`src/rtl/sd_rsp_pkg.sv`:
```
package sd_rsp_pkg;

    typedef enum logic [1:0] {
        ST_IDLE  = 2'd0,
        ST_WAIT  = 2'd1,
        ST_SHIFT = 2'd2
    } rx_state_e;

    // One serial step of a CRC register: feed one bit, MSB-out feedback.
    function automatic logic [6:0] crc7_step(input logic [6:0] cur, input logic din);
        logic fb;
        logic [6:0] nxt;
        fb  = din ^ cur[6];
        nxt = {cur[5:0], 1'b0};
        if (fb) nxt = nxt ^ 7'h09;
        return nxt;
    endfunction

endpackage

```
`src/rtl/sd_rsp_crc7.sv`:
```
module sd_rsp_crc7 #(
    parameter int          CRC_W = 7,
    parameter logic [CRC_W-1:0] SEED = '0
) (
    input  logic             clk,
    input  logic             rst_n,
    input  logic             clr,
    input  logic             en,
    input  logic             bit_in,
    output logic [CRC_W-1:0] crc
);
    import sd_rsp_pkg::*;

    logic [CRC_W-1:0] crc_d, crc_q;

    always_comb begin
        crc_d = crc_q;
        if (clr)      crc_d = SEED;
        else if (en)  crc_d = crc7_step(crc_q, bit_in);
    end

    always_ff @(posedge clk or negedge rst_n) begin
        if (!rst_n) crc_q <= SEED;
        else        crc_q <= crc_d;
    end

    assign crc = crc_q;
endmodule

```
`src/rtl/sd_rsp_shreg.sv`:
```
module sd_rsp_shreg #(
    parameter int W = 40
) (
    input  logic         clk,
    input  logic         rst_n,
    input  logic         en,
    input  logic         bit_in,
    output logic [W-1:0] q
);
    logic [W-1:0] sh_d, sh_q;

    generate
        if (W == 1) begin : g_one
            always_comb sh_d = en ? bit_in : sh_q;
        end else begin : g_many
            always_comb sh_d = en ? {sh_q[W-2:0], bit_in} : sh_q;
        end
    endgenerate

    always_ff @(posedge clk or negedge rst_n) begin
        if (!rst_n) sh_q <= '0;
        else        sh_q <= sh_d;
    end

    assign q = sh_q;
endmodule

```
`src/rtl/sd_rsp_tmo.sv`:
```
module sd_rsp_tmo #(
    parameter int TICKS = 64,
    localparam int TW   = $clog2(TICKS + 1)
) (
    input  logic clk,
    input  logic rst_n,
    input  logic clr,
    input  logic tick,
    output logic expired
);
    logic [TW-1:0] cnt_d, cnt_q;

    assign expired = tick && (cnt_q == TW'(TICKS - 1));

    always_comb begin
        cnt_d = cnt_q;
        if (clr)                cnt_d = '0;
        else if (expired)       cnt_d = '0;
        else if (tick)          cnt_d = cnt_q + 1'b1;
    end

    always_ff @(posedge clk or negedge rst_n) begin
        if (!rst_n) cnt_q <= '0;
        else        cnt_q <= cnt_d;
    end
endmodule

```
`src/rtl/sd_rsp_rx.sv`:
```
module sd_rsp_rx #(
    parameter int FRAME_BITS = 48,
    parameter int STORE_BITS = 40,
    parameter int CRC_W      = 7,
    parameter int TMO_TICKS  = 64,
    localparam int CW        = $clog2(FRAME_BITS)
) (
    input  logic                  clk,
    input  logic                  rst_n,
    input  logic                  sample_en,
    input  logic                  cmd_in,
    input  logic                  arm_set,
    output logic                  arm_q,
    output logic                  done,
    output logic [STORE_BITS-1:0] rsp_data,
    output logic                  crc_err,
    output logic                  frame_err,
    output logic                  no_rsp
);
    import sd_rsp_pkg::*;

    typedef struct packed {
        rx_state_e             st;
        logic [CW-1:0]         bitcnt;
        logic                  done;
        logic                  crc_err;
        logic                  frame_err;
        logic                  no_rsp;
        logic [STORE_BITS-1:0] rsp;
    } rx_regs_t;

    rx_regs_t r_d, r_q;

    logic                  accept_arm;
    logic                  start_seen;
    logic                  data_shift;
    logic                  crc_shift;
    logic                  last_bit;
    logic                  tmo_tick;
    logic                  tmo_hit;
    logic [STORE_BITS-1:0] data_q;
    logic [CRC_W-1:0]      crc_calc;
    logic [CRC_W-1:0]      crc_rx;

    assign accept_arm = arm_set && (r_q.st == ST_IDLE);
    assign start_seen = sample_en && !cmd_in && (r_q.st == ST_WAIT);
    assign data_shift = start_seen ||
                        (sample_en && (r_q.st == ST_SHIFT) && (r_q.bitcnt < CW'(STORE_BITS)));
    assign crc_shift  = sample_en && (r_q.st == ST_SHIFT) &&
                        (r_q.bitcnt >= CW'(STORE_BITS)) && (r_q.bitcnt < CW'(FRAME_BITS - 1));
    assign last_bit   = sample_en && (r_q.st == ST_SHIFT) && (r_q.bitcnt == CW'(FRAME_BITS - 1));
    assign tmo_tick   = sample_en && cmd_in && (r_q.st == ST_WAIT);

    sd_rsp_shreg #(.W(STORE_BITS)) u_data (
        .clk(clk), .rst_n(rst_n), .en(data_shift), .bit_in(cmd_in), .q(data_q)
    );

    sd_rsp_shreg #(.W(CRC_W)) u_crc_rx (
        .clk(clk), .rst_n(rst_n), .en(crc_shift), .bit_in(cmd_in), .q(crc_rx)
    );

    sd_rsp_crc7 #(.CRC_W(CRC_W), .SEED('0)) u_crc (
        .clk(clk), .rst_n(rst_n), .clr(accept_arm), .en(data_shift),
        .bit_in(cmd_in), .crc(crc_calc)
    );

    sd_rsp_tmo #(.TICKS(TMO_TICKS)) u_tmo (
        .clk(clk), .rst_n(rst_n), .clr(accept_arm), .tick(tmo_tick), .expired(tmo_hit)
    );

    always_comb begin
        r_d      = r_q;
        r_d.done = 1'b0;
        unique case (r_q.st)
            ST_IDLE: begin
                if (accept_arm) begin
                    r_d.st        = ST_WAIT;
                    r_d.bitcnt    = '0;
                    r_d.crc_err   = 1'b0;
                    r_d.frame_err = 1'b0;
                    r_d.no_rsp    = 1'b0;
                end
            end
            ST_WAIT: begin
                if (tmo_hit) begin
                    r_d.st     = ST_IDLE;
                    r_d.no_rsp = 1'b1;
                end else if (start_seen) begin
                    r_d.st     = ST_SHIFT;
                    r_d.bitcnt = CW'(1);
                end
            end
            ST_SHIFT: begin
                if (last_bit) begin
                    r_d.st        = ST_IDLE;
                    r_d.done      = 1'b1;
                    r_d.rsp       = data_q;
                    r_d.crc_err   = (crc_calc != crc_rx);
                    r_d.frame_err = !cmd_in;
                end else if (sample_en) begin
                    r_d.bitcnt = r_q.bitcnt + 1'b1;
                end
            end
            default: r_d.st = ST_IDLE;
        endcase
    end

    always_ff @(posedge clk or negedge rst_n) begin
        if (!rst_n) begin
            r_q    <= '0;
            r_q.st <= ST_IDLE;
        end else begin
            r_q <= r_d;
        end
    end

    assign arm_q     = (r_q.st != ST_IDLE);
    assign done      = r_q.done;
    assign rsp_data  = r_q.rsp;
    assign crc_err   = r_q.crc_err;
    assign frame_err = r_q.frame_err;
    assign no_rsp    = r_q.no_rsp;
endmodule

```
`config.mk`:
```
export PLATFORM = sky130hd
export DESIGN_NAME = sd_rsp_rx
export DESIGN_NICKNAME = d
export VERILOG_FILES = /design/src/rtl/sd_rsp_pkg.sv /design/src/rtl/sd_rsp_crc7.sv /design/src/rtl/sd_rsp_shreg.sv /design/src/rtl/sd_rsp_tmo.sv /design/src/rtl/sd_rsp_rx.sv
export SDC_FILE = /design/constraint.sdc
export NUM_CORES = 1
export LEC_CHECK = 0
export BUFFER_PORTS_ARGS = -buffer_cell sky130_fd_sc_hd__buf_2
export CORE_ASPECT_RATIO = 0.7
export CORE_MARGIN = 1.5
export CORE_UTILIZATION = 49
export DETAILED_ROUTE_END_ITERATION = 6
export PLACE_DENSITY = 0.68
export SYNTH_ARGS = -nofsm -noshare
export SYNTH_HDL_FRONTEND = slang
export SYNTH_SLANG_ARGS = --single-unit
export TNS_END_PERCENT = 5
```
`constraint.sdc`:
```
create_clock -name clk -period 2.7 [get_ports clk]
set_input_delay 0.54 -clock clk [delete_from_list [all_inputs] [get_ports clk]]
set_output_delay 0.54 -clock clk [all_outputs]
set_load 0.05 [all_outputs]
```
Word-level counts from Yosys, hierarchy flattened
Cells that the tools add are included.
{ "totals": {"ff_bits": 113, "output_inout_bits": 45, "word_cells": 77} }
{ "classes": {"n_addsub": 2, "n_lt_le_gt_ge": 3, "n_eq_ne": 13, "muxes": 21, "bitwise": 2, "reduce_logical": 25} }
{ "op_table": {"columns": ["op", "n"], "rows": [
  ["7-bit two-way mux", 5],
  ["6-bit two-way mux", 3],
  ["6-bit case mux with 3 select lines", 1],
  ["8-bit two-way mux", 2],
  ["2-bit != test (second input constant)", 7],
  ["6-bit less-than comparator (second input constant)", 2],
  ["1-bit logical AND", 11],
  ["3-bit AND reduction", 3],
  ["2-bit nonzero test", 4],
  ["7-bit by 1-bit adder with 7-bit output (second input constant)", 1],
  ["7-bit by 6-bit == test with 1-bit output (second input constant)", 1],
  ["7-bit != test", 1],
  ["6-bit by 1-bit adder with 6-bit output (second input constant)", 1],
  ["6-bit == test (second input constant)", 1],
  ["6-bit greater-or-equal comparator (second input constant)", 1],
  ["3-bit two-way mux", 2],
  ["2-bit case mux with 3 select lines", 1],
  ["6-bit AND reduction", 1],
  ["3-bit nonzero test", 2],
  ["2-bit two-way mux", 2],
  ["4-bit two-way mux", 1],
  ["2-bit case mux with 2 select lines", 1],
  ["3-bit != test (second input constant)", 1],
  ["2-bit by 1-bit == test with 1-bit output (second input constant)", 1],
  ["9 further kinds", 10]
]} }

Depth between registers and ports, before layout
Gate-level depths: netlist of run 1.
{ "depth": {"ltp_word": 6, "ltp_mapped": 8, "ltp_nobuf": 7} }

By module
From an unflattened synthesis of run 1, not the netlist that was laid out.
{ "unflattened": {"cells_unflattened": 382, "area_unflattened_um2": 5161.2} }
{ "modules_own_cells": {"columns": ["mod", "instances", "cells_each", "area_per_inst_um2"], "rows": [
  ["sd_rsp_rx", 1, 223, 2702.6],
  ["sd_rsp_shreg (u_data)", 1, 84, 1496.4],
  ["sd_rsp_tmo", 1, 32, 362.8],
  ["sd_rsp_crc7", 1, 28, 307.8],
  ["sd_rsp_shreg (u_crc_rx)", 1, 15, 291.5]
]} }

Worst setup path after synthesis of run 1
Ideal clock, no wire load.
{ "synth_path": {"path_type": "flip-flop to flip-flop", "from": "reg r_q[50] (netlist name)", "to": "reg r_q[47] (netlist name)", "arrival_ns": 2.115, "required_ns": 2.631, "path_slack_ns": 0.516, "stages_incl_launch_ff": 8, "path_buffers": 0, "period_less_slack_ns": 2.184, "cell_sequence": "dfrtp_1 inv_1 ha_1 inv_1 nor2_1 or3b_1 or4_1 nand3_1"} }
{ "synth_via": {"elab_chain_cells": 5, "word_cells_on_any_way": 17, "classes_between": "eq/ne (7); mux (1); reduce/logical (9)"} }
{ "synth_lines": {"columns": ["element", "line_no", "source"], "rows": [
  ["from (decl)", "sd_rsp_rx.sv:32", "rx_regs_t r_d, r_q;"],
  ["from (signal assigned)", "sd_rsp_rx.sv:113", "r_q <= r_d;"],
  ["2-bit by 1-bit == test with 1-bit output or 2-bit == test (tied branches)", null, null],
  ["1-bit logical AND, on equally long branches", "sd_rsp_rx.sv:52, sd_rsp_rx.sv:51", null],
  ["1-bit logical AND, on equally long branches", "sd_rsp_tmo.sv:13, sd_rsp_rx.sv:51", null],
  ["2-bit != test (no line)", null, null],
  ["6-bit AND reduction (no line)", null, null]
]} }
Parallel ways exist; a longest one is shown, timed or not.
A chain may end at the register's enable or synchronous reset.

Worst setup path after layout of run 1
{ "layout_path": {"from": "reg r_q[50] (netlist name)", "to": "reg r_q[49] (netlist name)"} }
The elaborated chain is that of the path after synthesis.

==> results of run 1 <==
metrics by stage:
stage | util [%] | hold WS, ns | power (mW)
floorplan | - | 0.2444 | 2.608
global placement | 52.33 | 0.4820 | 2.796
detailed placement | 52.33 | 0.4887 | 2.822
CTS | 58.13 | 0.06379 | 4.950
global route | 58.13 | 0.06934 | 5.131
finish | 58.13 | 0.05269 | 4.907
cell usage in the layout, fill, tap and decap left out, drive strengths merged, types with 2 or more instances in the layout:
master / count
dfrtp: 113
mux2: 87
buf: 54
nand2: 21
clkbuf: 18
nor2: 16
inv: 14
nand3: 9
mux2i: 8
a21oi: 8
o21ai: 7
nand4: 7
ha: 7
xor2: 6
xnor2: 5
clkinv: 5
a31oi: 4
clkinvlp: 4
or4: 3
nand2b: 2
o221ai: 2
a22oi: 2
routing by layer:
layer | track usage (%) | up-vias | part of all wire (%)
met5 | 0 | - | 0
met4 | 9.091 | 0 | 1.6
met3 | 4.883 | 10 | 4.2
met2 | 25.72 | 60 | 44
met1 | 23.08 | 1435 | 50
li1 | - | 1389 | -
critical path, stage by stage (launching register included):
cell	delay, ns
dfrtp_1	0.36
inv_1	0.08
ha_1	0.38
or2b_2	0.23
a21oi_1	0.06
nand4bb_1	0.40
or4_1	0.56
nand2_1	0.07
state kept, by name, summed over array words and instances (netlist names):
register,cells
crc_err,1
done,1
frame_err,1
no_rsp,1
r_q,8
rsp_data,40
u_crc.crc,7
u_crc_rx.q,7
u_data.q,40
u_tmo.cnt_q,7
final cells by class:
cell class                      instances  area share (%)
Sequential cell                       113           49.46
Multi-Input combinational cell        214           31.67
Clock buffer                           18           7.682
Timing Repair Buffer                   54           5.428
Tap cell                              128           2.801
Clock inverter                         14           2.298
Inverter                               10          0.6566
final timing paths:
| kind | endpoint | cells past startpoint | slack [ns] | from |
|---|---|---|---|---|
| worst max-delay path | r_q[49] | 7 | 0.50 | r_q[50] |
| worst min-delay path | rsp_data[4] | 1 | 0.05 | rst_n |
| worst max register to register | r_q[49] | 7 | 0.50 | r_q[50] |
| worst min register to register | rsp_data[1] | 1 | 0.50 | rsp_data[1] |
| max in group asynchronous | u_data.q[16] | 2 | 1.93 | rst_n |
| min in group clk | u_crc_rx.q[0] | 2 | 0.49 | cmd_in |
report_power, final:
group	switching, mW	leakage, nW	internal (mW)
registers	0.123	1.56	1.84
clock network	0.807	0.270	1.30
logic	0.498	1.14	0.339
total	1.43	2.98	3.48
cells by family (layout without fill, tap and decap cells):
family,Yosys count,count (layout)
DFF,113,113
AOI/OAI and AO/OA,31,31
adders and majority gates,7,7
buffers and inverters,63,96
muxes,95,95
and+or+nand+nor,70,70
xor gates and xnor gates,11,11
==> summary.md, run 1 <==
| Metric | Value |
|---|---|
| Placed cell count | `519` |
| CP max FO | `16` |
| Detail Placement HPWL | `5339 um` |
| Final Hold Fails | `0` |
| Period utilization | `between 80% and 90%` |
| Most instantiated cells after synthesis | `dfrtp_1, mux2_2, buf_4, nand2_1, nor2_1` |
| Slew @ Worst Pin | `0.5313 ns` |
| Finished Layout Cells | `551` |
| GPL Wtd Cong | `0.8215` |
| Setup TNS | `0 ns` |
| Layout cell share with drive strength beyond 1 | `between 40% and 50%` |
| FP Rows | `30` |
| Main synth FF type | `dfrtp_1` |
| Crit end category | `flip-flop` |
| Insertion delay to the later sink of the worst-skew pair | `0.40 ns` |
| Die area | `10900 um^2` |
| HP Class | `in -> async` |
| Number of buffers added on ports | `49` |
| Number of max-cap violations | `0` |
| CP Launch Type | `flip-flop` |
| Root buf cell | `clkbuf_16` |
| Postcts setup bufs | `0` |
| Dpl cell area | `approximately 5100 um^2` |
| First-pass GRT wire length | `14150 um` |
| Clk slew on worst S/H paths | `roughly 0.060 ns` |
| Yosys cell types | `43` |
| TritonCTS buffer count | `17` |
| GRT overflow | `0` |
| Status | `complete, no violations` |
| Cell area after layout | `5717 um^2` |
| Synth area leader | `dfrtp_1` |
| Post-synth net total | `402` |
| Total routed wirelength | `8363 um` |
| Sequential area share after synthesis | `56.19%` |
| Die width | `124.1 um` |
| DR vias/cell | `5.252` |
| Relative slew slack | `64.58%` |
| Adder-cell share of the synthesized area | `1.740%` |
| Ports | `50` |
| DR vias | `between 2000 and 3000` |
| Post-Route Skew | `0.01022 ns` |
| Initial drt markers | `101` |
| Min cycle time layout | `2.202 ns` |
| Multiplexer share of the synthesized area | `21.06%` |
| Peak VDD IR | `roughly 460 uV` |
| Core area | `9834 um^2` |
| Leak | `2.978 nW` |
| # setup viols final | `0` |
| Synth top area share | `56.19%` |
| Initial core utilization | `51.17%` |
| PostCTS Resize Cnt | `0` |
| Dpl ws | `0.4978 ns` |
| Mapped cell area | `5032 um^2` |
| Area contributors post-synth | `dfrtp_1, mux2_2, buf_4` |
| Synth async-reset ratio | `100.0%` |
| Yosys warns | `0` |
| Average size of a mapped cell | `12.90 um^2` |
| Final WS setup | `0.4983 ns` |
| Register area | `about 2800 um^2` |
| CTS tree | `done` |
| Post-synthesis simple-gate area fraction | `under 10%` |
| Die Ht | `87.79 um` |
| Power Density | `858.4 nW/um^2` |
| Multi-input gate area | `between 1500 and 2000 um^2` |
| Compound-Gate Fraction of Synth Area | `3.904%` |
| Main combinational cell family by area after synthesis | `multiplexers` |
| Max Slew Vio Count | `0` |
| Worst setup path category | `reg -> reg` |
| Antenna cells | `0` |
| Routed Antenna Nets | `0` |
| Fmax | `454.2 MHz` |
| Post-synthesis xor/xnor area fraction | `1.914%` |
| CTS H-tree lvls | `4` |
| Synth-to-Final Area Change | `13.60%` |
| Hold_buf cts | `0` |
| Yosys reg bits | `roughly 110` |
| Vias in the first global route | `2898` |
| Number of synthesized flops with an enable pin | `0` |
| All-Layer GR Usage | `17.25%` |
| Mapped Cells | `390` |
| Post-route DRC | `0` |
| CTS Buffer Depth | `2` |
| Worst path required time | `3.04 ns` |
| Arrival time at the worst endpoint | `2.54 ns` |
| Routed len/inst | `15.18 um` |
| DR pass1 iterations | `4` |
| Clk sinks | `about 110` |
| Most common cell in the synthesized netlist | `dfrtp_1` |
| Nets | `422` |
| Initial antenna violation count | `0` |
| RSZ-0062 raised after global routing | `false` |
| Largest net degree at the start of global routing | `58` |
| Filler cells | `slightly below 800` |
Note: power is estimated with default switching activity, not from simulation.
==> run 2, diff against run 1 <==
--- a/config.mk
+++ b/config.mk
@@ -10,7 +10,7 @@
 export CORE_MARGIN = 1.5
 export CORE_UTILIZATION = 49
 export DETAILED_ROUTE_END_ITERATION = 6
-export PLACE_DENSITY = 0.68
+export PLACE_DENSITY = 0.71
 export SYNTH_ARGS = -nofsm -noshare
 export SYNTH_HDL_FRONTEND = slang
 export SYNTH_SLANG_ARGS = --single-unit
==> constraint.sdc (replaced) <==
create_clock -name clk -period 2 [get_ports clk]
set_input_delay 0.4 -clock clk [delete_from_list [all_inputs] [get_ports clk]]
set_output_delay 0.4 -clock clk [all_outputs]
set_load 0.05 [all_outputs]
==> run 2 against run 1 <==
Effect of this change: die area is the same; combinational power grew 55%; worst hold slack gained 0.30 ns; largest cell class unchanged; largest power group unchanged; highest routed layer unchanged.
==> summary.md, run 2 (same netlist as run 1, synthesis figures left out) <==
| Metric | Value |
|---|---|
| Crit end category | `flip-flop` |
| Worst setup path category | `reg -> reg` |
| R2R setup slack | `about 0.097 ns` |
| # setup viols final | `0` |
| Routed Antenna Nets | `0` |
| CTS tree | `done` |
| Die Ht | `87.79 um` |
| Antenna cells | `0` |
| Worst path required time | `about 2.3 ns` |
| Clk sinks | `113` |
| Total routed wirelength | `8576 um` |
| Die area | `10900 um^2` |
| TritonCTS buffer count | `17` |
| Layout cell share with drive strength beyond 1 | `45.16%` |
| Vias in the first global route | `roughly 2900` |
| Cell area after layout | `5934 um^2` |
| Relative slew slack | `a little under three quarters` |
| Arrival time at the worst endpoint | `2.19 ns` |
| DR vias/cell | `5.185` |
| Dpl cell area | `5258 um^2` |
| Die width | `roughly 120 um` |
| Root buf cell | `clkbuf_16` |
| Routed len/inst | `15.26 um` |
| Clk slew on worst S/H paths | `0.06 ns` |
| Largest net degree at the start of global routing | `65` |
| DR pass1 iterations | `4` |
| Setup TNS | `0 ns` |
| All-Layer GR Usage | `17.48%` |
| GRT overflow | `0` |
| Fmax | `about 530 MHz` |
| Final Hold Fails | `0` |
| Number of max-cap violations | `0` |
| Initial antenna violation count | `0` |
| RSZ-0062 raised after global routing | `false` |
| Synth-to-Final Area Change | `17.93%` |
| Commonest non-fill, non-tap cell in the layout | `dfrtp_1` |
| Most frequent cells in the layout | `dfrtp_1, mux2_2, buf_2` |
| Worst setup path end | `u_data.q[5]` |
| Slew @ Worst Pin | `0.4265 ns` |
| Ports | `50` |
| Nets | `433` |
| HP Class | `in -> reg` |
| Period utilization | `95.14%` |
| RR Endpoint | `u_data.q[5]` |
| First-pass GRT wire length | `between 10000 and 15000 um` |
| Min cycle time layout | `1.903 ns` |
| Number of buffers added on ports | `49` |
| CTS Buffer Depth | `2` |
| Initial drt markers | `180` |
| Leak | `3.067 nW` |
| CP max FO | `47` |
| Reg-to-Reg Start | `r_q[47]` |
| Detail Placement HPWL | `5589 um` |
| Initial core utilization | `51.17%` |
| CP Launch Type | `flip-flop` |
| CTS H-tree lvls | `4` |
| Post-route DRC | `0` |
| Hold path cells | `3` |
| GPL Wtd Cong | `0.8749` |
| Status | `complete, no violations` |
| FF-to-FF path depth | `5` |
| Insertion delay to the later sink of the worst-skew pair | `just over 0.4 ns` |
| DR vias | `just under 3000` |
| Core area | `9834 um^2` |
| Worst setup startpoint | `r_q[47]` |
| FP Rows | `30` |
| Peak VDD IR | `686.8 uV` |
| Max Slew Vio Count | `0` |
| Power Density | `1212 nW/um^2` |
| Post-Route Skew | `0.01017 ns` |
==> run 2: cell types whose count changed in the layout (fill, tap and decap cells not counted), moves of 2 or more <==
cell,delta
buf_12,+3
buf_4,+7
bufinv_16,+3
clkinv_2,-2
ha_1,-3
ha_2,+2
inv_1,-3
inv_2,+2
==> run 2: worst min path at each step <==
stage / startpoint / endpoint
floorplan: rst_n / crc_err
global placement: rst_n / r_q[51]
detailed placement: rst_n / r_q[51]
CTS: arm_set / crc_err
global route: arm_set / crc_err
finish: arm_set / crc_err
==> run 2: power breakdown <==
group	leakage [nW]	total [mW]	internal, mW	switching (mW)
sequential	1.56	2.66	2.49	0.175
combinational	1.20	1.30	0.573	0.724
clock	0.300	3.24	2.13	1.10
total	3.07	7.19	5.19	2.00
==> run 2: worst max-delay path: stages (launching register included) <==
cell,delay [ns]
dfrtp_1,0.44
o21ai_0,0.34
nand2_1,0.17
a21oi_4,0.16
buf_12,0.26
mux2_2,0.38
==> run 2: area by class of cell <==
cell class                      count  area (um^2)
Clock buffer                       18        439.2
Clock inverter                     14        202.7
Fill cell                         768         3900
Inverter                           10        41.29
Multi-Input combinational cell    214         1831
Sequential cell                   113         2828
Tap cell                          128        160.2
Timing Repair Buffer               65        432.9
==> run 2: per-stage QoR <==
step / utilization [%] / power (mW) / hold WS (ns) / setup WS, ns / std cells
after detailed placement: 53.46 / 3.945 / 0.2756 / 0.02980 / 528
after CTS: 60.09 / 7.203 / 0.3395 / 0.01519 / 561
after floorplan: - / 3.541 / 0.1044 / 0.03162 / 390
final: 60.34 / 7.193 / 0.3556 / 0.09710 / 562
after global routing: 60.34 / 7.521 / 0.3765 / 0.004654 / 562
after global placement: 53.46 / 3.897 / 0.2731 / 0.1016 / 528
==> run 2: layer usage <==
layer	vias up	part of all wire [%]	GRT usage (%)
met5	-	0	0
met2	72	45	24.98
met1	1435	49	24.37
met4	0	0.70	7.438
li1	1397	-	-
met3	10	5.2	5.990
==> run 2: repair_timing <==
item | 4_1_cts | 5_1_grt
gates resized for setup | 0 | 6
setup endpoints to repair | 0 | 5
hold buffers | 1 | 0
buffers inserted | 0 | 1
endpoints found under the hold margin | 12 | 0
==> run 3, diff against run 2 <==
--- a/config.mk
+++ b/config.mk
@@ -5,11 +5,14 @@
 export SDC_FILE = /design/constraint.sdc
 export NUM_CORES = 1
 export LEC_CHECK = 0
+export ABC_AREA = 1
 export BUFFER_PORTS_ARGS = -buffer_cell sky130_fd_sc_hd__buf_2
 export CORE_ASPECT_RATIO = 0.7
 export CORE_MARGIN = 1.5
 export CORE_UTILIZATION = 49
 export DETAILED_ROUTE_END_ITERATION = 6
+export GPL_ROUTABILITY_DRIVEN = 0
+export HOLD_SLACK_MARGIN = 0.15
 export PLACE_DENSITY = 0.71
 export SYNTH_ARGS = -nofsm -noshare
 export SYNTH_HDL_FRONTEND = slang
==> run 3 against run 2 <==
Effect of this change: count of clock-buffer cells in the layout increased by 3; first-iteration DRC count is 33% higher; die area is 0.79% higher; worst hold slack lost 0.030 ns; fmax rose by 0.42%; combinational power increased by 22%; synthesized area up 0.82%; utilization fell by 1.9 points; power rose by 6.6%.
==> summary.md, run 3 <==
| Metric | Value |
|---|---|
| Post-synth net total | `584` |
| Worst path required time | `1.60 ns` |
| Postcts setup bufs | `0` |
| Yosys cell types | `27` |
| Final WS setup | `roughly 0.11 ns` |
| Yosys warns | `0` |
| Most common cell in the synthesized netlist | `nand2_1` |
| Post-route DRC | `0` |
| Final Hold Fails | `0` |
| Leak | `2.898 nW` |
| Peak VDD IR | `927.7 uV` |
| Detail Placement HPWL | `around 6200 um` |
| Average size of a mapped cell | `8.870 um^2` |
| Sequential area share after synthesis | `55.73%` |
| Layout cell share with drive strength beyond 1 | `roughly 16%` |
| Commonest non-fill, non-tap cell in the layout | `nand2_1` |
| Post-Route Skew | `around 0.005 ns` |
| FP Rows | `30` |
| Number of max-cap violations | `0` |
| Root buf cell | `clkbuf_16` |
| Initial drt markers | `239` |
| Worst path bufs/invs | `3` |
| # setup viols final | `0` |
| Critical path, cell by cell | `inv_1 -> ha_1 -> inv_1 -> buf_2` |
| Status | `complete, no violations` |
| Mapped Cells | `572` |
| Dpl ws | `between 0.2 and 0.3 ns` |
| GRT overflow | `0` |
| Post-synthesis xor/xnor area fraction | `1.554%` |
| Compound-Gate Fraction of Synth Area | `a little over a tenth` |
| Initial antenna violation count | `0` |
| Die width | `124.6 um` |
| Insertion delay to the later sink of the worst-skew pair | `0.40 ns` |
| CTS H-tree lvls | `4` |
| Register area | `roughly 2800 um^2` |
| HP Class | `in -> reg` |
| Min-delay src | `cmd_in` |
| Synth async-reset ratio | `between 90% and 100%` |
| Routed len/inst | `12.83 um` |
| Largest net degree at the start of global routing | `81` |
| Setup TNS | `0 ns` |
| Reg-to-Reg Start | `r_q[50]` |
| Main combinational cell family by area after synthesis | `simple AND/OR/NAND/NOR gates` |
| Most instantiated cells after synthesis | `nand2_1, dfrtp_1, o21ai_0, inv_1, buf_4` |
| Adder-cell share of the synthesized area | `1.726%` |
| Total routed wirelength | `9314 um` |
| Multi-input gate area | `1575 um^2` |
| Nets | `599` |
| Max Slew Vio Count | `0` |
| Slowest-stage cell, CP | `dfrtp_1` |
| CTS tree | `done` |
| Number of synthesized flops with an enable pin | `0` |
| Clk slew on worst S/H paths | `0.05 ns` |
| DR vias | `between 3000 and 4000` |
| Power Density | `1328 nW/um^2` |
| Clk sinks | `113` |
| Synth area leader | `dfrtp_1` |
| Worst setup startpoint | `r_q[50]` |
| Synth-to-Final Area Change | `13.81%` |
| PostCTS Resize Cnt | `0` |
| CTS Buffer Depth | `2` |
| Min cycle time layout | `1.895 ns` |
| Ports | `50` |
| RSZ-0062 raised after global routing | `false` |
| Die Ht | `88.14 um` |
| Crit-path most repeated cell | `inv_1` |
| CP max FO | `3` |
| Vias in the first global route | `3541` |
| Number of buffers added on ports | `49` |
| Slew @ Worst Pin | `0.4870 ns` |
| CP Launch Type | `flip-flop` |
| Initial core utilization | `between 50% and 60%` |
| DR vias/cell | `4.934` |
| Most frequent cells in the layout | `nand2_1, dfrtp_1, o21ai_0` |
| Synth top area share | `55.73%` |
| Mapped cell area | `5074 um^2` |
| Worst path max stage delay | `0.36 ns` |
| Core area | `9872 um^2` |
| Filler cells | `832` |
| Delay-heaviest family, CP | `buffers and inverters` |
| Post-synthesis simple-gate area fraction | `17.19%` |
| Fmax | `roughly 530 MHz` |
| TritonCTS buffer count | `17` |
| Crit end category | `output pin` |
| All-Layer GR Usage | `18.77%` |
| Area contributors post-synth | `dfrtp_1, nand2_1, o21ai_0` |
| First-pass GRT wire length | `between 15000 and 20000 um` |
| Worst setup path category | `reg -> out` |
| Routed Antenna Nets | `0` |
| Relative slew slack | `67.53%` |
| Multiplexer share of the synthesized area | `0%` |
| DR pass1 iterations | `5` |
| Antenna cells | `0` |
| Yosys reg bits | `~110` |
| Die area | `10980 um^2` |
| Arrival time at the worst endpoint | `1.49 ns` |
| Main synth FF type | `dfrtp_1` |
| Period utilization | `approximately 95%` |
run 3: changes by cell type in the layout (fill, tap and decap cells not counted), moves of 10 or more:
cell | before | now
nand2_1 | 21 | 150
o21ai_1 | 0 | 10
o21ai_0 | 7 | 84
nand3_1 | 8 | 26
mux2_2 | 87 | 0
inv_1 | 7 | 66
run 3: layout make-up:
class,instances,area share (%)
inverters,68,4.420
multi-input cells,331,27.28
clock inverters,9,2.297
repair buffers,56,6.111
clock buffers,21,8.147
well taps,128,2.774
flip-flops and latches,113,48.97
run 3: cell families after synthesis:
logic type / count (synthesis)
xor gates and xnor gates: 9
adders and majority gates: 7
AOI/OAI and AO/OA: 106
DFF: 113
and+or+nand+nor: 209
buffers and inverters: 128
run 3: metal layers:
metal	GRT usage, %	vias to the layer above	share of wire (%)
li1	-	1790	-
met1	23.37	1707	47
met2	31.17	73	47
met3	6.292	12	4.3
met4	6.688	0	1.1
met5	0	-	0
run 3: timing repair:
item / in CTS / in global routing
hold endpoints to repair: 33 / 0
hold buffers: 1 / 0
setup endpoints to repair: 0 / 0
run 3: worst register-to-register path: cells and delay by family, from the launching register on:
family | cells | cell delay [ns]
adder cells (fa/ha/maj) | 1 | 0.25
buffers and inverters | 2 | 0.21
flip-flops | 1 | 0.36
AND/OR/NAND/NOR | 6 | 0.80
run 3: metrics by stage:
stage          hold WS (ns)  utilization [%]  instances  area, um^2  total power, mW
2_1_floorplan        0.1044                -        572        5074            4.199
3_3_place_gp         0.3932            52.28        695        5161            4.509
3_5_place_dp         0.3997            52.28        695        5161            4.606
4_1_cts              0.3200            58.49        726        5774            7.715
5_1_grt              0.3113            58.49        726        5774            8.136
6_report             0.3257            58.49        726        5774            7.668
run 3: final timing paths:
path	to	slack, ns	cells after the start
max	arm_q	0.11	4
min	u_data.q[0]	0.33	3
max reg2reg	r_q[48]	0.28	9
min reg2reg	rsp_data[31]	0.48	2
max in group asynchronous	u_data.q[14]	0.92	3
min in group asynchronous	rsp_data[20]	0.51	2
run 3: power breakdown:
group	internal (mW)	total (mW)	leakage [nW]	switching, mW
clock	2.04	3.05	0.279	1.01
combinational	0.481	1.59	1.08	1.11
sequential	2.75	3.03	1.53	0.278
total	5.27	7.67	2.90	2.40
